File: src/rtl/dma_own_pkg.sv
package dma_own_pkg;
  // Process-state codes are visible to software; values are fixed.
  typedef enum logic [2:0] {
    PS_STOP  = 3'b000,
    PS_FETCH = 3'b001,
    PS_WAIT  = 3'b011,
    PS_SUSP  = 3'b100,
    PS_CLOSE = 3'b101,
    PS_STAMP = 3'b110,
    PS_MOVE  = 3'b111
  } proc_st_e;

  localparam int STAT_W  = 32;
  localparam int JAB_BIT = 14;
  localparam int UF_BIT  = 1;
endpackage

File: src/rtl/dma_desc_ptr.sv
module dma_desc_ptr #(
  parameter int ADDR_W = 32,
  parameter int STRIDE = 16
) (
  input  logic              clk,
  input  logic              rst,
  input  logic              load,
  input  logic [ADDR_W-1:0] load_val,
  input  logic              adv,
  output logic [ADDR_W-1:0] addr
);
  localparam logic [ADDR_W-1:0] STEP = ADDR_W'(STRIDE);

  always_ff @(posedge clk) begin
    if (rst)       addr <= '0;
    else if (load) addr <= load_val;
    else if (adv)  addr <= addr + STEP;
  end
endmodule

File: src/rtl/dma_jabber_chk.sv
module dma_jabber_chk #(
  parameter int LEN_W       = 14,
  parameter int STD_LIMIT   = 2048,
  parameter int JUMBO_LIMIT = 10240
) (
  input  logic [LEN_W-1:0] len,
  input  logic             jumbo,
  output logic             over
);
  localparam logic [LEN_W:0] LIM_S = (LEN_W+1)'(STD_LIMIT);
  localparam logic [LEN_W:0] LIM_J = (LEN_W+1)'(JUMBO_LIMIT);

  assign over = {1'b0, len} > (jumbo ? LIM_J : LIM_S);
endmodule

File: src/rtl/dma_own_fsm.sv
module dma_own_fsm
  import dma_own_pkg::*;
#(
  parameter bit IS_RX       = 1'b0,
  parameter int ADDR_W      = 32,
  parameter int DESC_STRIDE = 16,
  parameter int LEN_W       = 14,
  parameter int STD_LIMIT   = 2048,
  parameter int JUMBO_LIMIT = 10240
) (
  input  logic              clk,
  input  logic              rst,
  input  logic              cmd_start,
  input  logic              cmd_stop,
  input  logic              poll_demand,
  input  logic              pkt_ready,
  input  logic              jumbo_en,
  input  logic              stamp_en,
  input  logic [ADDR_W-1:0] list_base,
  output logic              desc_rd_req,
  output logic [ADDR_W-1:0] desc_addr,
  input  logic              desc_rd_ack,
  input  logic              desc_rd_err,
  input  logic              desc_own,
  output logic              xfer_req,
  input  logic              xfer_done,
  input  logic              xfer_err,
  input  logic              xfer_underrun,
  input  logic [LEN_W-1:0]  xfer_len,
  output logic              desc_wr_req,
  output logic              desc_wr_stamp,
  output logic [STAT_W-1:0] desc_wr_data,
  input  logic              desc_wr_ack,
  input  logic              desc_wr_err,
  output logic [2:0]        proc_state,
  output logic              ev_complete,
  output logic              ev_unavail,
  output logic              ev_stopped,
  output logic              ev_jabber,
  output logic              ev_underrun,
  output logic              ev_fatal,
  output logic              fatal
);
  proc_st_e st, st_n;
  logic fatal_q, prev_own_q, jab_q, uf_q;
  logic over, jab_hit, uf_hit;
  logic ptr_load, ptr_adv;
  logic bus_err, rd_ok, done_ok, wr_ok;
  logic n_cmp, n_una, n_stp, n_jab, n_uf, n_fat;

  dma_desc_ptr #(.ADDR_W(ADDR_W), .STRIDE(DESC_STRIDE)) u_ptr (
    .clk(clk), .rst(rst), .load(ptr_load), .load_val(list_base),
    .adv(ptr_adv), .addr(desc_addr)
  );

  dma_jabber_chk #(.LEN_W(LEN_W), .STD_LIMIT(STD_LIMIT),
                   .JUMBO_LIMIT(JUMBO_LIMIT)) u_jab (
    .len(xfer_len), .jumbo(jumbo_en), .over(over)
  );

  // Oversize and underrun checks apply only to the transmit direction.
  generate
    if (IS_RX) begin : g_rx
      assign jab_hit = 1'b0;
      assign uf_hit  = 1'b0;
    end else begin : g_tx
      assign jab_hit = over;
      assign uf_hit  = xfer_underrun & ~over;
    end
  endgenerate

  assign desc_rd_req   = (st == PS_FETCH) & ~fatal_q;
  assign xfer_req      = (st == PS_MOVE)  & ~fatal_q;
  assign desc_wr_req   = ((st == PS_CLOSE) | (st == PS_STAMP)) & ~fatal_q;
  assign desc_wr_stamp = (st == PS_STAMP);
  always_comb begin
    desc_wr_data = '0;
    if (st == PS_CLOSE) begin
      desc_wr_data[JAB_BIT] = jab_q;
      desc_wr_data[UF_BIT]  = uf_q;
    end
  end

  assign bus_err = (desc_rd_req & desc_rd_err) | (xfer_req & xfer_err)
                 | (desc_wr_req & desc_wr_err);
  assign rd_ok   = desc_rd_req & desc_rd_ack;
  assign done_ok = xfer_req & xfer_done;
  assign wr_ok   = desc_wr_req & desc_wr_ack;

  always_comb begin
    st_n = st;
    ptr_load = 1'b0; ptr_adv = 1'b0;
    n_cmp = 1'b0; n_una = 1'b0; n_stp = 1'b0;
    n_jab = 1'b0; n_uf  = 1'b0; n_fat = 1'b0;
    if (bus_err) begin
      st_n = PS_STOP; n_fat = 1'b1; n_stp = 1'b1;
    end else if (cmd_stop) begin
      st_n = PS_STOP; n_stp = (st != PS_STOP);
    end else begin
      unique case (st)
        PS_STOP:
          if (cmd_start && !fatal_q) begin
            st_n = PS_FETCH; ptr_load = 1'b1;
          end
        PS_FETCH:
          if (rd_ok) begin
            if (desc_own) st_n = PS_WAIT;
            else begin
              st_n  = PS_SUSP;
              n_una = IS_RX ? prev_own_q : 1'b1;
            end
          end
        PS_WAIT:
          if (pkt_ready) st_n = PS_MOVE;
        PS_MOVE:
          if (done_ok) begin
            st_n  = (stamp_en && !jab_hit && !uf_hit) ? PS_STAMP : PS_CLOSE;
            n_jab = jab_hit;
            n_uf  = uf_hit;
          end
        PS_STAMP:
          if (wr_ok) st_n = PS_CLOSE;
        PS_CLOSE:
          if (wr_ok) begin
            ptr_adv = 1'b1;
            if (jab_q) begin
              st_n = PS_STOP; n_stp = 1'b1;
            end else if (uf_q) begin
              st_n = PS_SUSP;
            end else begin
              st_n = PS_FETCH; n_cmp = 1'b1;
            end
          end
        PS_SUSP:
          if (poll_demand || (IS_RX && pkt_ready)) st_n = PS_FETCH;
        default: st_n = PS_STOP;
      endcase
    end
  end

  always_ff @(posedge clk) begin
    if (rst) begin
      st <= PS_STOP;
      fatal_q <= 1'b0; prev_own_q <= 1'b1; jab_q <= 1'b0; uf_q <= 1'b0;
      {ev_complete, ev_unavail, ev_stopped, ev_jabber, ev_underrun, ev_fatal} <= '0;
    end else begin
      st <= st_n;
      if (n_fat)    fatal_q <= 1'b1;
      if (ptr_load) prev_own_q <= 1'b1;
      else if (rd_ok && !cmd_stop && !bus_err) prev_own_q <= desc_own;
      if (done_ok && !cmd_stop && !bus_err) begin
        jab_q <= jab_hit; uf_q <= uf_hit;
      end
      ev_complete <= n_cmp; ev_unavail  <= n_una; ev_stopped <= n_stp;
      ev_jabber   <= n_jab; ev_underrun <= n_uf;  ev_fatal   <= n_fat;
    end
  end

  assign proc_state = st;
  assign fatal      = fatal_q;
endmodule

File: config.mk
export PLATFORM = sky130hd
export DESIGN_NAME = dma_own_fsm
export DESIGN_NICKNAME = d
export VERILOG_FILES = /design/src/rtl/dma_own_pkg.sv /design/src/rtl/dma_desc_ptr.sv /design/src/rtl/dma_jabber_chk.sv /design/src/rtl/dma_own_fsm.sv
export SDC_FILE = /design/constraint.sdc
export NUM_CORES = 1
export LEC_CHECK = 0
export BUFFER_PORTS_ARGS = -buffer_cell sky130_fd_sc_hd__buf_4
export CAP_MARGIN = 20
export CORE_MARGIN = 4
export CORE_UTILIZATION = 40
export CTS_BUF_LIST = sky130_fd_sc_hd__clkbuf_8 sky130_fd_sc_hd__clkbuf_16
export CTS_CLUSTER_SIZE = 12
export DETAILED_ROUTE_END_ITERATION = 8
export GPL_TIMING_DRIVEN = 0
export HOLD_SLACK_MARGIN = 0.03
export PLACE_DENSITY = 0.71
export SYNTH_ARGS = -nofsm -noshare
export SYNTH_HDL_FRONTEND = slang
export SYNTH_HIERARCHICAL = 1
export SYNTH_SLANG_ARGS = --single-unit
File: constraint.sdc
create_clock -name clk -period 6 [get_ports clk]
set_clock_uncertainty 0.1 [all_clocks]
set_input_delay 1.2 -clock clk [delete_from_list [all_inputs] [get_ports clk]]
set_output_delay 1.2 -clock clk [all_outputs]
set_load 0.01 [all_outputs]
# Yosys cells after proc, flatten, opt, wreduce, memory -nomap -nowiden
# Index checks and enable logic that the tools add are counted.
[totals]
register_bits = 44
inputBits = 62
out_inout_bits = 78
elab_cells = 98
[classes]
add_sub_neg = 1
order_cmp = 1
eq_ne = 13
muxes = 33
bitwise = 21
n_reduce_logical = 18
[op_table]
columns = ["cell", "count"]
rows = [
  ["$mux 32", 2],
  ["$add 32x5->32 const B", 1],
  ["$mux 3", 10],
  ["$pmux 3 s7", 1],
  ["$mux 1", 18],
  ["$gt 14x15->1", 1],
  ["$mux 14", 1],
  ["$eq 3x3->1 const B", 4],
  ["$ne 2x2->1 const B", 6],
  ["$and 1x1->1", 10],
  ["$reduce_or 5->1", 2],
  ["$not 1->1", 8],
  ["$reduce_and 7->1", 1],
  ["$reduce_or 6->1", 1],
  ["$logic_and 1x1->1", 5],
  ["$logic_not 1->1", 5],
  ["$eq 3x1->1 const B", 1],
  ["$eq 3x2->1 const B", 1],
  ["$logic_not 3->1", 1],
  ["$or 1x1->1", 3],
  ["$reduce_bool 3->1", 1],
  ["$reduce_or 3->1", 1],
  ["$mux 2", 1],
  ["$ne 2x1->1 const B", 1],
  ["$reduce_bool 2->1", 1],
]

# Depth between registers and ports, before layout
# Gate-level depths: netlist of the first run.
[logic_depth]
depth_word = 10
depth_mapped = 10
depth_no_buf = 9

# Hierarchy
# The synthesis of the first run kept the hierarchy.
[by_module_without_submodules]
columns = ["module", "instances", "cells_each", "area_per_inst_um2", "seq_area_each_um2"]
rows = [
  ["dma_desc_ptr", 1, 235, 1871.8, 640.6],
  ["dma_own_fsm", 1, 114, 959.7, 240.2],
  ["dma_jabber_chk", 1, 9, 67.6, 0.0],
]

# Worst setup path after synthesis of the first run
# No wires, ideal clock.
[synth_path]
kind = "input -> register"
from = "in desc_rd_err"
to = "reg u_ptr.addr[23]"
setup_time_ns = 0.091
arrival_time_ns = 3.453
t_required_ns = 5.809
path_slack_ns = 2.356
stages = 9
n_path_buf = 1
cell_sequence = "or3b_4 -> a211oi_4 -> a21oi_1 -> nor3b_1 -> nand3_1 -> or3_1 -> clkbuf_1 -> or4_1 -> a311oi_1"
[synth_between]
elab_chain_len = 5
elab_cells_between_ends = 7
classes_between = "mux (3); bitwise (3); reduce/logical (1)"
[synth_lines]
columns = ["element", "line", "source"]
rows = [
  ["start, declared", "dma_own_fsm.sv:23", "input logic desc_rd_err,"],
  ["$and 1x1->1", "dma_own_fsm.sv:84", "assign bus_err = (desc_rd_req & desc_rd_err) | (xfer_req & xfer_err)"],
  ["$or 1x1->1", "dma_own_fsm.sv:84", ""],
  ["$or 1x1->1", "dma_own_fsm.sv:85", "| (desc_wr_req & desc_wr_err);"],
  ["$mux 1", "dma_own_fsm.sv:95", "if (bus_err) begin"],
  ["net ptr_adv", "dma_own_fsm.sv:47", "logic ptr_load, ptr_adv;"],
  ["$reduce_bool 2->1 (no line)", "n/a", ""],
  ["end signal, assigned", "dma_desc_ptr.sv:16", "else if (load) addr <= load_val;"],
  ["end signal, assigned", "dma_desc_ptr.sv:17", "else if (adv) addr <= addr + STEP;"],
  ["end, declared", "dma_desc_ptr.sv:10", "output logic [ADDR_W-1:0] addr"],
]
# The timed path passes the listed nets, and every way through them passes these cells.
# A chain may end at the register's enable or synchronous reset.

# Worst setup path in the final report of the first run
[layout_path]
from = "in desc_rd_err"
to = "reg u_ptr.addr[25]"
# The elaborated chain is that of the path after synthesis.

==> results of run 1 <==
## final cells by class
type / instances / area [µm²]
plain buffers: 48 / 302.8
clock buffers: 7 / 96.34
clock inverters: 1 / 30.03
fillers: 685 / 2834
inverters: 9 / 33.78
multi-input cells: 286 / 1790
flip-flops and latches: 44 / 880.8
well taps: 96 / 120.1
repair buffers: 109 / 818.3
## report_power, final
part / total, mW / switching, mW / internal [mW] / leakage [nW]
clock: 0.251 / 0.104 / 0.147 / 0.0645
sequential: 0.347 / 0.0335 / 0.314 / 0.359
combinational: 0.206 / 0.0992 / 0.106 / 1.27
## worst max path at each step
stage	endpoint	slack (ps)
global route	u_ptr/addr[25]$_SDFFE_PP0N_	1770
finish	u_ptr/addr[25]$_SDFFE_PP0N_	1960
global placement	u_ptr/addr[25]$_SDFFE_PP0N_	1710
CTS	u_ptr/addr[25]$_SDFFE_PP0N_	1970
detailed placement	u_ptr/addr[25]$_SDFFE_PP0N_	1680
floorplan	u_ptr/addr[23]$_SDFFE_PP0N_	2360
## layer usage
layer	track usage (%)	part of all wire, %	vias up
li1	-	-	1576
met1	27.20	44	1442
met2	31.07	48	124
met3	4.586	7.5	10
met4	5.983	1.1	0
met5	0	0	-
## sequential cells by signal, indices dropped and copies added (netlist names)
| register | flops |
|---|---|
| u_ptr/addr | 32 |
| proc_state | 3 |
| ev_complete | 1 |
| ev_fatal | 1 |
| ev_jabber | 1 |
| ev_stopped | 1 |
| ev_unavail | 1 |
| ev_underrun | 1 |
| fatal | 1 |
| jab_q | 1 |
| uf_q | 1 |
## cell usage after synthesis, drive strengths merged (7+ instances only)
cell / n / area [µm²]
a311oi: 8 / 82.58
nor2: 29 / 108.9
a21oi: 20 / 100.1
xnor2: 9 / 78.83
nand3: 19 / 95.09
dfxtp: 44 / 880.8
or3: 9 / 56.30
o31ai: 7 / 52.55
nand4: 11 / 75.07
clkbuf: 13 / 48.80
nand2: 23 / 86.33
buf: 35 / 254.0
or4: 12 / 90.09
nor4: 8 / 56.30
inv: 8 / 30.03
a211oi: 8 / 72.57
o21ai: 7 / 35.03
o211ai: 8 / 60.06
## critical path, delay by kind of cell
family	cells	cell delay, ps
buffers and inverters	2	320
AO/OA/AOI/OAI	3	620
AND/OR/NAND/NOR	5	1980
## kinds of logic after synthesis
logic type	after synthesis	synth area share, %
buf+inv	57	11.61
simple gates	161	32.63
xor+xnor	11	3.324
other cells	1	0.1294
compound gates	76	18.99
mux	6	2.072
flops	44	30.38
fa+ha+maj	2	0.8630
==> impl_metrics.env, run 1 <==
export IMPL_status="complete, no violations"
export IMPL_placed_cells=592
export IMPL_grt_pass1_vias=2922
export IMPL_synth_seq_area_share_pct=30.38
export IMPL_final_nets=567
export IMPL_area_growth_pct=40.48
export IMPL_cts_hold_buf=0
export IMPL_worstSetupPathType="in -> reg"
export IMPL_dpl_instance_area_mm2=0.003946
export IMPL_reg2reg_from="proc_state[1]$_SDFFE_PP0P_"
export IMPL_setup_viol=0
export IMPL_rsz0062_at_grt="no"
export IMPL_clock_latency_ps=300
export IMPL_cts_sinks=44
export IMPL_holdCritPathClass="reg -> reg"
export IMPL_grt_max_degree=14
export IMPL_clk_pin_slew_ps=90
export IMPL_synth_cells=358
export IMPL_drv_cap=0
export IMPL_layout_min_cycle_time_ps=4044
export IMPL_antenna_found_initial=0
export IMPL_critPathMaxStageDelay_ps=620
export IMPL_drc=0
export IMPL_ys_seq_elements=44
export IMPL_htree_levels=2
export IMPL_finalSetupTns_ps=0
export IMPL_worst_slack_ps=1956
export IMPL_num_io_pins=140
export IMPL_clk_path_buf_depth=2
export IMPL_insertedDiodeCount=0
export IMPL_postCtsSetupBuffers=0
export IMPL_core_area_mm2=0.006907
export IMPL_worstHoldEndpoint="u_ptr/addr[0]$_SDFFE_PP0P_"
export IMPL_synth_distinct_cells=60
export IMPL_worstRegToRegCells=9
export IMPL_numCtsBuffers=5
export IMPL_synth_edf_count=0
export IMPL_setup_worst_path_start="desc_rd_err"
export IMPL_slew_violations=0
export IMPL_worst_setup_path_start_kind="input pin"
export IMPL_routedWlPerCell_um=14.69
export IMPL_drtAntennaViolNets=0
export IMPL_portBuffers=109
export IMPL_first_pass_iters=4
export IMPL_grt_overflow=0
export IMPL_drtIter0Drc=161
export IMPL_syn_avg_cell_area_um2=8.098
export IMPL_wl_um=8816
export IMPL_mostFrequentLayoutCell="buf_4"
export IMPL_final_area_mm2=0.004073
export IMPL_via_count=3152
export IMPL_fp_dieH_um=93.13
export IMPL_gp_congestion=0.8701
export IMPL_grt_pass1_wl_um=14050
export IMPL_critPathRequiredTime_ps=6100
export IMPL_post_route_period_util_pct=67.40
export IMPL_crit_chain="buf_4 -> or3b_4 -> a211oi_4 -> a21oi_1 -> nor3b_1 -> nand3_1 -> or3_1 -> clkbuf_1 -> or4_1 -> a311oi_1"
export IMPL_hold_depth=2
export IMPL_power_leakage_nw=1.694
export IMPL_path_max_fanout=10
export IMPL_hold_viol=0
export IMPL_worstMarginPinSlew_ps=839.2
export IMPL_hold_worst_slack_ps=417.0
export IMPL_layout_drive_gt1_share_pct=32.74
export IMPL_syn_cell_area_mm2=0.002899
export IMPL_synth_ff_type="dfxtp_1"
export IMPL_power_mw=0.8043
export IMPL_arrival_ps=4140
export IMPL_power_density_mw_per_mm2=197.5
export IMPL_vias_per_cell=5.253
export IMPL_post_route_util_pct=58.97
export IMPL_dpl_hpwl_um=6941
export IMPL_fp_dieW_um=93.13
export IMPL_place_worst_setup_slack_ps=1677
export IMPL_ys_warn_count=6
export IMPL_grt_total_usage_pct=19.86
export IMPL_final_cell_mix="buf_4, dfxtp_1, conb_1"
export IMPL_max_freq_mhz=247.3
export IMPL_vdd_ir_drop_worst_mv=0.1075
export IMPL_end_kind="register"
export IMPL_critPathSlowestCell="nor3b_1"
export IMPL_initial_core_util_pct=41.97
export IMPL_regToRegSetupSlack_ps=2380
export IMPL_ctsResizeCount=0
export IMPL_root_buffer="clkbuf_8"
export IMPL_ys_async_sr_fraction_pct=0
export IMPL_layoutNonFillerInstCount=600
export IMPL_max_slew_margin_rel_pct=43.94
export IMPL_dieArea_mm2=0.008673
export IMPL_r2r_end="u_ptr/addr[25]$_SDFFE_PP0N_"
export IMPL_rows=30
export IMPL_cts_tree="done"
export IMPL_worstHoldStart="u_ptr/addr[0]$_SDFFE_PP0P_"
No activity file was read; power rests on OpenSTA's default activity.
==> run 2, diff against run 1 <==
--- a/config.mk
+++ b/config.mk
@@ -5,6 +5,7 @@
 export SDC_FILE = /design/constraint.sdc
 export NUM_CORES = 1
 export LEC_CHECK = 0
+export ABC_AREA = 1
 export BUFFER_PORTS_ARGS = -buffer_cell sky130_fd_sc_hd__buf_4
 export CAP_MARGIN = 20
 export CORE_MARGIN = 4
@@ -14,7 +15,7 @@
 export DETAILED_ROUTE_END_ITERATION = 8
 export GPL_TIMING_DRIVEN = 0
 export HOLD_SLACK_MARGIN = 0.03
-export PLACE_DENSITY = 0.71
+export PLACE_DENSITY = 0.72
 export SYNTH_ARGS = -nofsm -noshare
 export SYNTH_HDL_FRONTEND = slang
 export SYNTH_HIERARCHICAL = 1
==> constraint.sdc (replaced) <==
create_clock -name clk -period 3.5 [get_ports clk]
set_clock_uncertainty 0.1 [all_clocks]
set_input_delay 0.7 -clock clk [delete_from_list [all_inputs] [get_ports clk]]
set_output_delay 0.7 -clock clk [all_outputs]
set_load 0.01 [all_outputs]
==> run 2 against run 1 <==
Utilization decreased by 3.0 points. Die area increased by 7.4%. Area after synthesis increased by 8.1%. Non-clock buffer count decreased by 6. Cell area increased by 5.6%. Sequential share of layout area decreased by 1.1 points. Total power increased by 68%. Register-to-register slack got worse by 1400 ps. First-iteration DRC count increased by 16%. Highest routed layer unchanged.
==> impl_metrics.env, run 2 <==
export IMPL_synth_common_cells="nand2_1, nor2_1, inv_1"
export IMPL_ys_warn_count=6
export IMPL_synth_distinct_cells=38
export IMPL_fp_dieH_um=96.50
export IMPL_via_count=3394
export IMPL_grt_pass1_vias=3206
export IMPL_hold_viol=0
export IMPL_syn_cell_area_mm2=0.003133
export IMPL_post_route_util_pct=55.92
export IMPL_area_growth_pct=37.22
export IMPL_layout_min_cycle_time_ps=2547
export IMPL_drc=0
export IMPL_worstMarginPinSlew_ps=543.5
export IMPL_synth_ff_type="dfxtp_1"
export IMPL_clock_latency_ps=300
export IMPL_clk_pin_slew_ps=90
export IMPL_arrival_ps=2620
export IMPL_initial_core_util_pct=40.76
export IMPL_power_mw=1.351
export IMPL_post_route_period_util_pct=72.78
export IMPL_regArea_um2=880.8
export IMPL_holdCritPathClass="reg -> reg"
export IMPL_mostFrequentLayoutCell="buf_4"
export IMPL_power_density_mw_per_mm2=314.3
export IMPL_ys_seq_elements=44
export IMPL_rows=32
export IMPL_ys_async_sr_fraction_pct=0
export IMPL_finalSetupTns_ps=0
export IMPL_synth_seq_area_share_pct=28.12
export IMPL_slew_violations=0
export IMPL_top_register="u_ptr/addr"
export IMPL_dpl_hpwl_um=7376
export IMPL_cts_hold_buf=0
export IMPL_drv_cap=0
export IMPL_power_leakage_nw=2.031
export IMPL_htree_levels=2
export IMPL_gp_congestion=0.9086
export IMPL_status="complete, no violations"
export IMPL_final_nets=690
export IMPL_critPathRequiredTime_ps=3570
export IMPL_dieArea_mm2=0.009312
export IMPL_rsz0062_at_grt="no"
export IMPL_path_max_fanout=10
export IMPL_grt_max_degree=15
export IMPL_vdd_ir_drop_worst_mv=0.2357
export IMPL_synth_edf_count=0
export IMPL_insertedDiodeCount=0
export IMPL_grt_total_usage_pct=20.11
export IMPL_syn_avg_cell_area_um2=6.514
export IMPL_layout_drive_gt1_share_pct=31.90
export IMPL_yosys_area_top_type_share_pct=28.12
export IMPL_worstSetupPathType="reg -> reg"
export IMPL_cts_sinks=44
export IMPL_synth_top_cell_by_area="dfxtp_1"
export IMPL_numCtsBuffers=5
export IMPL_synth_area_leaders="dfxtp_1, nand2_1, nor2_1, buf_4, nand3_1"
export IMPL_vias_per_cell=4.656
export IMPL_drtAntennaViolNets=0
export IMPL_root_buffer="clkbuf_8"
export IMPL_drtIter0Drc=187
export IMPL_cts_tree="done"
export IMPL_final_cell_mix="buf_4, nand2_1, nor2_1"
export IMPL_wl_um=9279
export IMPL_fp_dieW_um=96.50
export IMPL_ctsResizeCount=0
export IMPL_first_pass_iters=4
export IMPL_postCtsSetupBuffers=0
export IMPL_largest_register_ffs=32
export IMPL_setup_viol=0
export IMPL_multi_input_area_mm2=0.001876
export IMPL_clk_path_buf_depth=2
export IMPL_num_io_pins=140
export IMPL_end_kind="register"
export IMPL_worst_setup_path_start_kind="register"
export IMPL_max_freq_mhz=392.6
export IMPL_final_fill_count=784
export IMPL_core_area_mm2=0.007687
export IMPL_max_slew_margin_rel_pct=63.76
export IMPL_antenna_found_initial=0
export IMPL_synth_cells=481
export IMPL_routedWlPerCell_um=12.73
export IMPL_portBuffers=109
export IMPL_grt_overflow=0
export IMPL_grt_pass1_wl_um=14950
export IMPL_yosysMostFrequentCell="nand2_1"
-- run 2: cell count changes after synthesis, sizes merged, moves of 8 or more --
cell    previous run  this run
or3                9         0
a22oi              0        17
nand2             23       122
nand4             11         1
or4               12         0
a211oi             8         0
inv                8        52
a311oi             8         0
clkbuf            13         5
nor2              29        83
o21ai              7        15
nand3             19        45
-- run 2: metal layers --
metal	wire [µm]	vias up	GRT usage, %
li1	-	1780	-
met1	4018	1475	26.69
met2	4270	130	33.39
met3	920	9	4.957
met4	68	0	3.621
met5	0	-	0
-- run 2: stage by stage --
stage          hold slack [ps]  worst slack (ps)  area (µm²)  std cells
2_1_floorplan            406.1              1519        3242        510
3_3_place_gp             397.4             991.7        4188        721
3_5_place_dp             404.2              1008        4188        721
4_1_cts                  432.7             994.6        4299        729
5_1_grt                  453.0             743.5        4299        729
6_report                 427.6             952.6        4299        729
-- run 2: critical path, stage by stage, from the launching register on --
cell and delay, ps:
dfxtp_1 370, buf_4 180, nand3_2 160, nand2_2 160
nand3_1 120, nor2_1 110, nand2_1 70, nor2_1 350
nor2_1 230, buf_2 260, a22oi_1 210, a21oi_1 100
-- run 2: cell families (layout without fill, tap and decap cells) --
kind of cell / count (synthesis) / count (layout) / synth area share (%)
AND/OR/NAND/NOR: 266 / 266 / 40.66
buffers and inverters: 94 / 211 / 15.50
AO/OA/AOI/OAI: 68 / 68 / 13.14
flip-flops: 44 / 44 / 28.11
XOR/XNOR: 6 / 6 / 1.677
adder cells (fa/ha/maj): 2 / 2 / 0.7986
other: 1 / 30 / 0.1197
-- run 2: worst paths after layout --
check                                   from  slack (ps)                     endpoint  cells after the start
setup reg to reg  proc_state[2]$_SDFFE_PP0P_         950  u_ptr/addr[16]$_SDFFE_PP0N_                     11
hold reg to reg   u_ptr/addr[1]$_SDFFE_PP0P_         430   u_ptr/addr[1]$_SDFFE_PP0P_                      2
hold / removal    u_ptr/addr[1]$_SDFFE_PP0P_         430   u_ptr/addr[1]$_SDFFE_PP0P_                      2
setup / recovery  proc_state[2]$_SDFFE_PP0P_         950  u_ptr/addr[16]$_SDFFE_PP0N_                     11
-- run 2: where the power goes --
group          switching (mW)  internal (mW)  total (mW)  leakage [nW]
Clock                   0.183          0.211       0.395        0.0541
Combinational           0.189          0.178       0.368          1.62
Sequential             0.0519          0.537       0.589         0.359
Total                   0.425          0.927        1.35          2.03
-- run 2: area by class of cell --
class | count | share of cell area [%]
buffer | 42 | 6.752
inverter | 52 | 4.540
tap | 102 | 2.969
timing repair buffer | 109 | 19.03
sequential | 44 | 20.49
clock inverter | 3 | 0.9895
multi-input combinational | 372 | 43.63
clock buffer | 5 | 1.601
==> run 3, diff against run 2 <==
==> constraint.sdc (replaced) <==
create_clock -name clk -period 2.2 [get_ports clk]
set_clock_uncertainty 0.1 [all_clocks]
set_input_delay 0.44 -clock clk [delete_from_list [all_inputs] [get_ports clk]]
set_output_delay 0.44 -clock clk [all_outputs]
set_load 0.01 [all_outputs]
==> run 3 against run 2 <==
Critical path depth unchanged. Critical endpoint unchanged. Critical path type unchanged. Global-route usage increased by 0.081 points. Register-to-register slack worse by 810 ps. Utilization is 1.1 points higher. Flip-flop and latch count unchanged. Maximum frequency rose by 24%. Setup slack got worse by 810 ps.
==> impl_metrics.env, run 3 (synthesis gave the netlist of run 2 again) <==
export IMPL_drc=0
export IMPL_finalSetupTns_ps=0
export IMPL_dieArea_mm2=0.009312
export IMPL_grt_pass1_wl_um=14980
export IMPL_drtIter0Drc=195
export IMPL_wl_um=9406
export IMPL_clock_latency_ps=300
export IMPL_rows=32
export IMPL_status="complete, no violations"
export IMPL_slew_violations=0
export IMPL_regArea_um2=885.9
export IMPL_end_kind="register"
export IMPL_r2r_end="u_ptr/addr[16]$_SDFFE_PP0N_"
export IMPL_htree_levels=2
export IMPL_hold_depth=2
export IMPL_core_area_mm2=0.007687
export IMPL_worst_setup_path_start_kind="register"
export IMPL_cts_sinks=44
export IMPL_worstMarginPinSlew_ps=558.4
export IMPL_grt_max_degree=15
export IMPL_post_route_period_util_pct=93.53
export IMPL_hold_viol=0
export IMPL_vdd_ir_drop_worst_mv=0.3768
export IMPL_portBuffers=109
export IMPL_dpl_instance_area_mm2=0.004188
export IMPL_worstHoldStart="desc_own"
export IMPL_routedLengthMet1_um=4105
export IMPL_wl_met3_um=864
export IMPL_rsz0062_at_grt="no"
export IMPL_final_area_mm2=0.004382
export IMPL_largest_register_ffs=32
export IMPL_fp_dieH_um=96.50
export IMPL_final_cell_mix="buf_4, nand2_1, nor2_1"
export IMPL_power_density_mw_per_mm2=496.4
export IMPL_critPathRequiredTime_ps=2270
export IMPL_grt_overflow=0
export IMPL_root_buffer="clkbuf_8"
export IMPL_layoutNonFillerInstCount=730
export IMPL_setup_viol=0
export IMPL_regToRegSetupSlack_ps=140
export IMPL_top_layer="met4"
export IMPL_clk_path_buf_depth=2
export IMPL_mostFrequentLayoutCell="buf_4"
export IMPL_grt_pass1_vias=3207
export IMPL_dpl_hpwl_um=7376
export IMPL_worstSetupPathType="reg -> reg"
export IMPL_via_count=3450
export IMPL_insertedDiodeCount=0
export IMPL_num_io_pins=140
export IMPL_max_slew_margin_rel_pct=62.77
export IMPL_worstRegToRegCells=11
export IMPL_path_max_fanout=10
export IMPL_power_leakage_nw=2.053
export IMPL_multi_input_area_mm2=0.001927
export IMPL_layout_drive_gt1_share_pct=33.76
export IMPL_max_freq_mhz=486.0
export IMPL_holdCritPathClass="in -> reg"
export IMPL_layout_min_cycle_time_ps=2058
export IMPL_antenna_found_initial=0
export IMPL_worst_slack_ps=142.4
export IMPL_first_pass_iters=6
export IMPL_cts_tree="done"
export IMPL_routedWlPerCell_um=12.88
export IMPL_worstHoldEndpoint="ev_unavail$_SDFF_PP0_"
export IMPL_gp_congestion=0.9086
export IMPL_placed_cells=721
export IMPL_arrival_ps=2120
export IMPL_final_fill_count=774
export IMPL_clk_pin_slew_ps=90
export IMPL_drv_cap=0
export IMPL_top_register="u_ptr/addr"
export IMPL_wl_met2_um=4372
export IMPL_numCtsBuffers=5
export IMPL_initial_core_util_pct=40.76
export IMPL_grt_total_usage_pct=20.19
export IMPL_place_worst_setup_slack_ps=-258.8
export IMPL_drtAntennaViolNets=0
export IMPL_vias_per_cell=4.726
export IMPL_fp_dieW_um=96.50
export IMPL_reg2reg_from="proc_state[2]$_SDFFE_PP0P_"
export IMPL_area_growth_pct=39.86
export IMPL_final_nets=691
## run 3: cell count changes in the layout (fill, tap and decap cells not counted), sizes merged
cell / change
buf: -1
clkbuf: +2
## run 3: worst max-delay path: stages, from the launching register on
cell and delay [ps]:
dfxtp_2 360, buf_6 140, nand3_4 130, nand2_4 110
nand3_1 110, nor2_1 110, nand2_1 110, nor2_4 190
nor2_4 80, buf_4 190, a22oi_1 200, a21oi_1 100
## run 3: worst max-delay path by stage
stage | start | end | slack (ps) | depth (start not counted)
after detailed placement | proc_state[0]$_SDFFE_PP0P_ | u_ptr/addr[16]$_SDFFE_PP0N_ | -260 | 10
after global placement | proc_state[2]$_SDFFE_PP0P_ | u_ptr/addr[16]$_SDFFE_PP0N_ | -310 | 11
after global routing | proc_state[2]$_SDFFE_PP0P_ | u_ptr/addr[8]$_SDFFE_PP0N_ | 20 | 12
final | proc_state[2]$_SDFFE_PP0P_ | u_ptr/addr[16]$_SDFFE_PP0N_ | 140 | 11
after floorplan | proc_state[2]$_SDFFE_PP0P_ | u_ptr/addr[30]$_SDFFE_PP0N_ | 220 | 12
after CTS | proc_state[2]$_SDFFE_PP0P_ | u_ptr/addr[16]$_SDFFE_PP0N_ | 4 | 10
## run 3: metal layers
layer | GRT usage, % | vias to the layer above
met5 | 0 | -
met2 | 33.56 | 135
met3 | 4.880 | 7
met4 | 3.621 | 0
li1 | - | 1783
met1 | 26.83 | 1525
## run 3: timing repair
item                                    in CTS  in global routing
resized for setup                            7                 18
hold buffers                                 0                  0
endpoints found under the setup margin      28                 26
setup buffers                                1                  0
pin swaps                                    1                  2
## run 3: final cells by class
class	instances	share of cell area (%)
clock buffer	5	1.571
buffer	42	7.053
inverter	52	4.455
clock inverter	3	0.9709
tap	102	2.913
sequential	44	20.22
multi-input combinational	372	43.97
timing repair buffer	110	18.85
## run 3: where the power goes
part | leakage (nW) | internal [mW] | switching [mW] | total (mW)
clock | 0.0541 | 0.336 | 0.294 | 0.630
combinational | 1.64 | 0.294 | 0.311 | 0.605
sequential | 0.360 | 0.856 | 0.0842 | 0.940
## run 3: through the flow
| stage | utilization (%) | hold slack [ps] | total power [mW] |
|---|---|---|---|
| 6_report | 57.00 | 230.0 | 2.175 |
| 5_1_grt | 57.00 | 230.5 | 2.301 |
| 4_1_cts | 56.28 | 224.7 | 2.175 |
| 3_5_place_dp | 54.48 | 404.2 | 1.535 |
| 3_3_place_gp | 54.48 | 397.4 | 1.528 |
| 2_1_floorplan | - | 406.1 | 1.273 |
